`src/rtl/fr_pkg.sv`:
```
package fr_pkg;

    localparam int unsigned XLEN = 32;

    typedef logic [XLEN-1:0] addr_t;

    typedef enum logic [2:0] {
        OP_OTHER = 3'd0,
        OP_J     = 3'd1,
        OP_JAL   = 3'd2,
        OP_JR    = 3'd3,
        OP_JALR  = 3'd4,
        OP_BEQZ  = 3'd5,
        OP_BNEZ  = 3'd6,
        OP_RSVD  = 3'd7
    } op_cls_e;

    typedef enum logic [1:0] {
        SRC_SEQ  = 2'd0,
        SRC_JABS = 2'd1,
        SRC_RIND = 2'd2,
        SRC_BR   = 2'd3
    } pc_src_e;

    typedef struct packed {
        addr_t fetch_pc;
        addr_t dec_pc;
        addr_t exe_pc;
    } pc_pipe_t;

endpackage

```
`src/rtl/fr_branch_eval.sv`:
```
module fr_branch_eval
    import fr_pkg::*;
(
    input  logic    clk,
    input  logic    rst_n,
    input  op_cls_e exe_op,
    input  logic    exe_zero,
    output logic    taken
);

    logic is_eqz_d;
    logic is_nez_d;

    always_comb begin
        is_eqz_d = (exe_op == OP_BEQZ);
        is_nez_d = (exe_op == OP_BNEZ);
        taken    = (is_eqz_d && exe_zero) || (is_nez_d && !exe_zero);
    end

    p_beqz_zero_r3: assert property (@(posedge clk) disable iff (!rst_n)
        (exe_op == OP_BEQZ && exe_zero) |-> taken);

    p_bnez_nonzero_r3: assert property (@(posedge clk) disable iff (!rst_n)
        (exe_op == OP_BNEZ && !exe_zero) |-> taken);

    p_nonbranch_ignored_r11: assert property (@(posedge clk) disable iff (!rst_n)
        (exe_op != OP_BEQZ && exe_op != OP_BNEZ) |-> !taken);

endmodule

```
`src/rtl/fr_redirect_sel.sv`:
```
module fr_redirect_sel
    import fr_pkg::*;
(
    input  logic    clk,
    input  logic    rst_n,
    input  logic    br_taken,
    input  op_cls_e dec_op,
    input  logic    stall,
    output pc_src_e pc_src,
    output logic    dec_kill,
    output logic    exe_kill,
    output logic    dec_hold
);

    logic jabs_d;
    logic jind_d;
    logic redirect_d;

    always_comb begin
        jabs_d = (dec_op == OP_J)  || (dec_op == OP_JAL);
        jind_d = (dec_op == OP_JR) || (dec_op == OP_JALR);

        // older instruction (execute) wins over younger (decode)
        if (br_taken)    pc_src = SRC_BR;
        else if (jabs_d) pc_src = SRC_JABS;
        else if (jind_d) pc_src = SRC_RIND;
        else             pc_src = SRC_SEQ;

        redirect_d = br_taken || jabs_d || jind_d;
        dec_kill   = redirect_d;
        exe_kill   = br_taken || stall;
        // kill overrides stall: hold only when nothing redirects
        dec_hold   = stall && !redirect_d;
    end

    p_branch_kills_two_r8: assert property (@(posedge clk) disable iff (!rst_n)
        br_taken |-> (dec_kill && exe_kill && pc_src == SRC_BR));

    p_stall_bubbles_exe_r8: assert property (@(posedge clk) disable iff (!rst_n)
        stall |-> exe_kill);

    p_hold_or_kill_r9: assert property (@(posedge clk) disable iff (!rst_n)
        $onehot0({dec_hold, dec_kill}));

    p_jump_kills_one_r7: assert property (@(posedge clk) disable iff (!rst_n)
        (!br_taken && (pc_src == SRC_JABS || pc_src == SRC_RIND)) |-> (dec_kill && (exe_kill == stall)));

endmodule

```
`src/rtl/fr_target_gen.sv`:
```
module fr_target_gen
    import fr_pkg::*;
#(
    parameter int unsigned JIMM_W = 26,
    parameter int unsigned BOFF_W = 16,
    parameter int unsigned JSHIFT = 2,
    parameter int unsigned STEP   = 4
) (
    input  addr_t             fetch_pc,
    input  addr_t             dec_pc,
    input  addr_t             exe_pc,
    input  logic [JIMM_W-1:0] jimm,
    input  logic [BOFF_W-1:0] boff,
    output addr_t             seq_tgt,
    output addr_t             jabs_tgt,
    output addr_t             br_tgt
);

    localparam int unsigned JW = JIMM_W + JSHIFT;

    addr_t jofs_d;
    addr_t bofs_d;

    generate
        if (JW >= XLEN) begin : g_jofs_trunc
            logic [JW-1:0] jwide_d;
            always_comb begin
                jwide_d = {jimm, {JSHIFT{1'b0}}};
                jofs_d  = jwide_d[XLEN-1:0];
            end
        end else begin : g_jofs_sext
            always_comb jofs_d = {{(XLEN-JW){jimm[JIMM_W-1]}}, jimm, {JSHIFT{1'b0}}};
        end

        if (BOFF_W >= XLEN) begin : g_bofs_trunc
            always_comb bofs_d = boff[XLEN-1:0];
        end else begin : g_bofs_sext
            always_comb bofs_d = {{(XLEN-BOFF_W){boff[BOFF_W-1]}}, boff};
        end
    endgenerate

    always_comb begin
        seq_tgt  = fetch_pc + addr_t'(STEP);
        jabs_tgt = dec_pc + jofs_d;
        br_tgt   = exe_pc + bofs_d;
    end

endmodule

```
`src/rtl/fr_redirect_ctrl.sv`:
```
module fr_redirect_ctrl
    import fr_pkg::*;
#(
    parameter int unsigned JIMM_W   = 26,
    parameter int unsigned BOFF_W   = 16,
    parameter int unsigned OP_W     = 3,
    parameter logic [31:0] RESET_PC = 32'h0000_0000
) (
    input  logic              clk,
    input  logic              rst_n,
    input  logic              stall_i,
    input  logic [OP_W-1:0]   dec_op_i,
    input  logic [JIMM_W-1:0] dec_jimm_i,
    input  logic [31:0]       dec_rs_val_i,
    input  logic [OP_W-1:0]   exe_op_i,
    input  logic              exe_zero_i,
    input  logic [BOFF_W-1:0] exe_boff_i,
    output logic [31:0]       fetch_pc_o,
    output logic [1:0]        pc_sel_o,
    output logic              dec_ir_nop_o,
    output logic              exe_ir_nop_o,
    output logic              dec_ir_hold_o
);

    pc_pipe_t st_d, st_q;
    op_cls_e  dec_op_w, exe_op_w;
    pc_src_e  pc_src_w;
    logic     br_taken_w, dec_kill_w, exe_kill_w, dec_hold_w;
    addr_t    seq_tgt_w, jabs_tgt_w, br_tgt_w, next_pc_w;

    always_comb begin
        dec_op_w = op_cls_e'(dec_op_i);
        exe_op_w = op_cls_e'(exe_op_i);
    end

    fr_branch_eval u_beval (
        .clk      (clk),
        .rst_n    (rst_n),
        .exe_op   (exe_op_w),
        .exe_zero (exe_zero_i),
        .taken    (br_taken_w)
    );

    fr_redirect_sel u_rsel (
        .clk      (clk),
        .rst_n    (rst_n),
        .br_taken (br_taken_w),
        .dec_op   (dec_op_w),
        .stall    (stall_i),
        .pc_src   (pc_src_w),
        .dec_kill (dec_kill_w),
        .exe_kill (exe_kill_w),
        .dec_hold (dec_hold_w)
    );

    fr_target_gen #(
        .JIMM_W (JIMM_W),
        .BOFF_W (BOFF_W)
    ) u_tgen (
        .fetch_pc (st_q.fetch_pc),
        .dec_pc   (st_q.dec_pc),
        .exe_pc   (st_q.exe_pc),
        .jimm     (dec_jimm_i),
        .boff     (exe_boff_i),
        .seq_tgt  (seq_tgt_w),
        .jabs_tgt (jabs_tgt_w),
        .br_tgt   (br_tgt_w)
    );

    always_comb begin
        unique case (pc_src_w)
            SRC_BR:   next_pc_w = br_tgt_w;
            SRC_JABS: next_pc_w = jabs_tgt_w;
            SRC_RIND: next_pc_w = dec_rs_val_i;
            default:  next_pc_w = seq_tgt_w;
        endcase

        st_d = st_q;
        if (!dec_hold_w) begin
            st_d.fetch_pc = next_pc_w;
            st_d.dec_pc   = st_q.fetch_pc;
        end
        st_d.exe_pc = st_q.dec_pc;
    end

    always_ff @(posedge clk or negedge rst_n) begin
        if (!rst_n) begin
            st_q <= '{fetch_pc: RESET_PC, dec_pc: RESET_PC, exe_pc: RESET_PC};
        end else begin
            st_q <= st_d;
        end
    end

    always_comb begin
        fetch_pc_o    = st_q.fetch_pc;
        pc_sel_o      = pc_src_w;
        dec_ir_nop_o  = dec_kill_w;
        exe_ir_nop_o  = exe_kill_w;
        dec_ir_hold_o = dec_hold_w;
    end

    p_seq_advance_r6: assert property (@(posedge clk) disable iff (!rst_n)
        (pc_sel_o == 2'd0 && !dec_ir_hold_o) |=> (fetch_pc_o == $past(fetch_pc_o) + 32'd4));

    p_hold_keeps_pc_r9: assert property (@(posedge clk) disable iff (!rst_n)
        dec_ir_hold_o |=> (fetch_pc_o == $past(fetch_pc_o)));

    p_rind_target_r5: assert property (@(posedge clk) disable iff (!rst_n)
        (pc_sel_o == 2'd2) |=> (fetch_pc_o == $past(dec_rs_val_i)));

    p_hold_freezes_dec_r9: assert property (@(posedge clk) disable iff (!rst_n)
        dec_ir_hold_o |=> $stable(st_q.dec_pc));

endmodule

```
`config.mk`:
```
export PLATFORM = sky130hd
export DESIGN_NAME = fr_redirect_ctrl
export DESIGN_NICKNAME = d
export VERILOG_FILES = /design/src/rtl/fr_pkg.sv /design/src/rtl/fr_branch_eval.sv /design/src/rtl/fr_redirect_sel.sv /design/src/rtl/fr_target_gen.sv /design/src/rtl/fr_redirect_ctrl.sv
export SDC_FILE = /design/constraint.sdc
export NUM_CORES = 1
export LEC_CHECK = 0
export BUFFER_PORTS_ARGS = -buffer_cell sky130_fd_sc_hd__buf_2
export CAP_MARGIN = 10
export CORE_MARGIN = 2
export CORE_UTILIZATION = 63
export CTS_BUF_LIST = sky130_fd_sc_hd__clkbuf_16
export DETAILED_ROUTE_END_ITERATION = 10
export GPL_TIMING_DRIVEN = 0
export MAX_ROUTING_LAYER = met4
export PLACE_DENSITY = 0.87
export SETUP_SLACK_MARGIN = 0.1
export SLEW_MARGIN = 20
export SYNTH_ARGS = -nofsm -noshare
export SYNTH_HDL_FRONTEND = slang
export SYNTH_SLANG_ARGS = --single-unit
```
`constraint.sdc`:
```
create_clock -name clk -period 6.2 [get_ports clk]
set_input_delay 0.31 -clock clk [delete_from_list [all_inputs] [get_ports clk]]
set_output_delay 0.31 -clock clk [all_outputs]
set_load 0.01 [all_outputs]
```
After elaboration in Yosys (flattened, before gate mapping)
Cells that the tools add are included.
{"block": "word_totals", "regBits": 96, "in_bits": 84, "output_inout_bits": 37, "wordCells": 30}
{"block": "op_classes", "addsub": 3, "n_eq_ne": 9, "muxes": 4, "reduce_logical": 11}
{"op": "$pmux W32 S3", "count": 1}
{"op": "$add A32 B32 Y32", "count": 2}
{"op": "$add A32 B3 Y32 const B", "count": 1}
{"op": "$eq A3 B3 Y1 const B", "count": 3}
{"op": "$eq A3 B2 Y1 const B", "count": 2}
{"op": "$logic_or A1 B1 Y1", "count": 6}
{"op": "$mux W2", "count": 3}
{"op": "$eq A2 B2 Y1 const B", "count": 2}
{"op": "$eq A3 B1 Y1 const B", "count": 1}
{"op": "$logic_and A1 B1 Y1", "count": 3}
{"op": "$eq A2 B1 Y1 const B", "count": 1}
{"op": "$logic_not A1 Y1", "count": 2}

Longest topological paths before layout
{"block": "depth", "depth_word": 7, "ltp_mapped": 12, "mapped_depth_nobuf": 12}

By module
Synthesis repeated with hierarchy kept, for this count alone.
{"block": "hier_totals", "hier_cells": 955, "hier_area_um2": 8483.1}
{"module": "fr_redirect_ctrl", "n_inst": 1, "cells_per_inst": 384, "area_each_um2": 4434.3, "seq_area_each_um2": 2402.3}
{"module": "fr_target_gen", "n_inst": 1, "cells_per_inst": 557, "area_each_um2": 3941.3, "seq_area_each_um2": 0.0}
{"module": "fr_redirect_sel", "n_inst": 1, "cells_per_inst": 11, "area_each_um2": 83.8, "seq_area_each_um2": 0.0}
{"module": "fr_branch_eval", "n_inst": 1, "cells_per_inst": 3, "area_each_um2": 23.8, "seq_area_each_um2": 0.0}

Worst setup path before layout
Ideal clock, no wire load.
{"block": "synth_timing", "kind": "register -> register", "start": "register st_q (netlist bit st_d[2])", "end": "register st_q (netlist bit fetch_pc_o[28])", "setup_time_ns": 0.134, "arrival_time_ns": 2.595, "required_ns": 6.066, "setup_slack_ns": 3.471, "stages_incl_launch_ff": 13, "path_buffers": 0, "synth_period_minus_slack_ns": 2.729, "path_cell_list": "dfrtp_1 -> ha_1 -> inv_1 -> fa_1 -> nor2b_1 -> o211ai_1 -> a21oi_1 -> a211o_4 -> a221oi_1 -> o21ai_0 -> xor2_1 -> a222oi_1 -> o21ai_1"}
{"block": "synth_between", "elab_chain_len": 2}
{"item": "from (decl)", "line": "fr_redirect_ctrl.sv:25", "rtl": "pc_pipe_t st_d, st_q;"}
{"item": "from (signal assigned)", "line": "fr_redirect_ctrl.sv:88", "rtl": "st_q <= '{fetch_pc: RESET_PC, dec_pc: RESET_PC, exe_pc: RESET_PC};"}
{"item": "from (signal assigned)", "line": "fr_redirect_ctrl.sv:90", "rtl": "st_q <= st_d;"}
{"item": "$add A32 B32 Y32", "line": "fr_target_gen.sv:44", "rtl": "jabs_tgt = dec_pc + jofs_d;"}
{"item": "$pmux W32 S3", "line": "fr_redirect_ctrl.sv:71", "rtl": "unique case (pc_src_w)"}
Every way passes these cells.
A chain may end at the register's enable or synchronous reset.

Worst setup path in the final report
Ends and elaborated chain as after synthesis.

==> results.md <==
- Syn_nets: 1,085
- Clk slew on worst S/H paths: 70 ps
- Syn Area/Cell: 8.29 um2
- Area growth syn-to-layout: 14.1%
- TritonCTS Buffers: 9
- Worst VDD drop: 0.248 mV
- RSZ-0062 raised after global routing: no
- CTS tree: yes
- Slew HR: 45.0%
- Worst Setup End Kind: flop
- Crit-path cells: ha_1 -> inv_1 -> fa_1 -> nor2b_1 -> o211ai_1 -> a21oi_1 -> a211o_4 -> a221oi_1 -> o21ai_0 -> xor2_1 -> a222oi_1 -> o21ai_1
- Clk sinks: 96
- Sequential cell area fraction in the yosys report: 30.9%
- Setup Skew: 7.62 ps
- FF/Latch Area: 2400 um2
- Slowest stage delay, CP: 570 ps
- # diodes: 0
- Max Freq: 271 MHz
- Drt total wl: 24.9 mm
- Initial core utilization: 64.7%
- Post-CTS resize count: 0
- FF-to-FF path depth: 12
- Proportion of layout cells with a drive suffix above 1: 17.2%
- Final hold vios: 0
- Die H: 115 um
- Die W: 115 um
- First-pass GRT wire length: 39.1 mm
- Pre-antenna DRT Iters: 5
- Hold_buf cts: 1
- H-tree depth: 3
- Required @ worst endpoint: 6420 ps
- Worst min-delay path category: primary input to flop
- Hold_sp: dec_rs_val_i[2]
- Fin crit share: 59.5%
- Post-Syn Instances: 938
- Busiest grt layer: met2
- Port buffer count: 118
- Crit Path Category: flop to flop
- Die ar.: 13,200 um2
- Remaining Overflow, GRT: 0
- Unique cell type count in the Yosys netlist: 74
- Row count: 40
- Least-Margin Pin Slew: 819 ps
- Number of synthesized flops with an enable pin: 0
- Vias in the first global route: 7,405
- CORE AREA: 12,000 um2
- Hold path depth: 2
- CP bufs+invs: 1
- Fillers: 963
- GRT Total Usage: 39.7%
- 1st-iter DRT viols: 1,003
- RR Startpoint: st_d[2]
- Skew-Pair Late Insertion Delay: 360 ps
- Routing usage on met3: 7.01%
- Largest net degree at the start of global routing: 58
- R2r setup slk: 2510 ps
- Power per cell area: 460 nW/um2
- M1 GR Usage: 54.9%
- Final Max Tran Viols: 0
- Status: finished clean
- CP Launch Type: flop
- Seq cells post-synth: 96
- Avg Vias per Cell: 6.52
- Max-cap viol count: 0
- Hpwl dp: 18.6 mm
- WL/cell: 20.4 um
- Post-Syn Area: 7780 um2
- YS warnings: 0
- Fin Setup TNS: 0 ps
- Area of the multi-input gates: 4850 um2
- Leakage: 0.00418 uW
- Period minus WS final: 3690 ps
- Slowest CP cell: a221oi_1
- End of the worst hold path: fetch_pc_o[2]
- WP data arrival: 3910 ps
- Final Util: 73.9%
- Setup violations, final: 0
- CP delay by family, top: compound AO/OA/AOI/OAI gates
- Nets: 1,216
- Final RePlAce weighted congestion: 1.01
- Crit Path Max Fanout: 3
- Post-route ant nets: 0
- DRC errors left: 0
- Crit Reg-Reg Endpoint: fetch_pc_o[28]
- # IOs: 121
- Ys flop type: dfrtp_1
- Routed vias: 7,966
- Clock Tree Buf Depth: 2
- Async SR Flop Fraction: 100%
- Initial antenna violation count: 0
- Setup Fix Bufs, Post-CTS: 0
- Clk root buf: clkbuf_16
- Met2 usage: 58.7%
==> registers in the layout, summed over array words and instances, names as in the netlist <==
signal / cells
fetch_pc_o: 32
st_d: 32
st_q: 32
==> through the flow <==
step | hold WS [ps] | total power, uW | cell area, um2 | std cells | setup slack [ps]
after CTS | 191 | 4000 | 8880 | 1221 | 2690
after global placement | 383 | 3370 | 8550 | 1203 | 2750
after global routing | 201 | 4340 | 8880 | 1221 | 2400
after detailed placement | 244 | 3430 | 8580 | 1204 | 2740
after floorplan | 14.4 | 2790 | 7780 | 938 | 3470
final | 190 | 4080 | 8880 | 1221 | 2510
==> worst max-delay path by stage <==
stage	start	end	slack, ps	cells after the start
2_1_floorplan	st_d[2]	fetch_pc_o[28]	3470	12
3_3_place_gp	dec_jimm_i[0]	fetch_pc_o[28]	2750	13
3_5_place_dp	dec_jimm_i[0]	fetch_pc_o[28]	2740	13
4_1_cts	st_d[2]	fetch_pc_o[28]	2690	12
5_1_grt	st_d[2]	fetch_pc_o[28]	2400	12
6_report	st_d[2]	fetch_pc_o[28]	2510	12
==> cells by family (layout without fill, tap and decap cells) <==
logic type                 count (synthesis)  after routing  share of synthesized area (%)
and+or+nand+nor                          321            321                           18.7
AOI/OAI and AO/OA                        288            288                           24.6
adders and majority gates                 63             63                           10.3
muxes                                      6              6                          0.788
buffers and inverters                     94            230                           6.73
xor gates and xnor gates                  70             70                           7.88
DFF                                       96             96                           30.9
==> report_power, final <==
group / total, uW / internal (uW) / switching, uW
registers: 1160 / 883 / 277
clock network: 558 / 306 / 252
logic: 2370 / 1020 / 1350
==> layer usage <==
metal,vias to the layer above,routed length [um]
li1,3657,-
met1,3668,10000
met2,555,10800
met3,86,3240
met4,0,901
met5,-,0
==> final cells by class <==
| class | instances | area share (%) |
|---|---|---|
| Clock inverter | 7 | 0.634 |
| Sequential cell | 96 | 27.1 |
| Multi-Input combinational cell | 748 | 54.7 |
| Inverter | 24 | 1.01 |
| Buffer | 70 | 4.88 |
| Timing Repair Buffer | 120 | 7.15 |
| Clock buffer | 9 | 2.54 |
| Tap cell | 147 | 2.07 |
==> synthesized netlist by cell type, types with 5 or more instances <==
cell type / count / area share (%)
a2111oi_0: 5 / 0.56
a211o_1: 5 / 0.56
a211oi_1: 17 / 1.6
a21o_1: 23 / 2.2
a21oi_1: 74 / 4.8
a221oi_1: 11 / 1.2
a222oi_1: 5 / 0.64
a31oi_1: 8 / 0.64
and2_1: 6 / 0.48
and3_1: 5 / 0.40
buf_4: 33 / 3.2
clkbuf_1: 25 / 1.2
dfrtp_1: 96 / 31
ha_1: 61 / 9.8
inv_1: 22 / 1.1
mux2i_1: 5 / 0.64
nand2_1: 160 / 7.7
nand2b_1: 12 / 0.97
nand3_1: 31 / 2.0
nand4_1: 15 / 1.2
nor2_1: 42 / 2.0
nor2b_1: 6 / 0.48
nor3_1: 19 / 1.2
nor3b_1: 5 / 0.48
o211ai_1: 10 / 0.97
o21a_1: 6 / 0.58
o21ai_0: 65 / 4.2
o21bai_1: 10 / 0.97
o22ai_1: 5 / 0.40
or3_1: 6 / 0.48
xnor2_1: 48 / 5.4
xor2_1: 22 / 2.5
==> cells in the final DEF, fill, tap and decap left out, types with 19 or more instances in the layout <==
| cell type | count |
|---|---|
| a21o_1 | 23 |
| a21oi_1 | 74 |
| buf_2 | 119 |
| buf_4 | 33 |
| clkbuf_1 | 25 |
| dfrtp_1 | 96 |
| ha_1 | 61 |
| inv_1 | 25 |
| nand2_1 | 160 |
| nand3_1 | 31 |
| nor2_1 | 42 |
| nor3_1 | 19 |
| o21ai_0 | 65 |
| xnor2_1 | 48 |
| xor2_1 | 22 |
(Power assumes the default switching activity.)
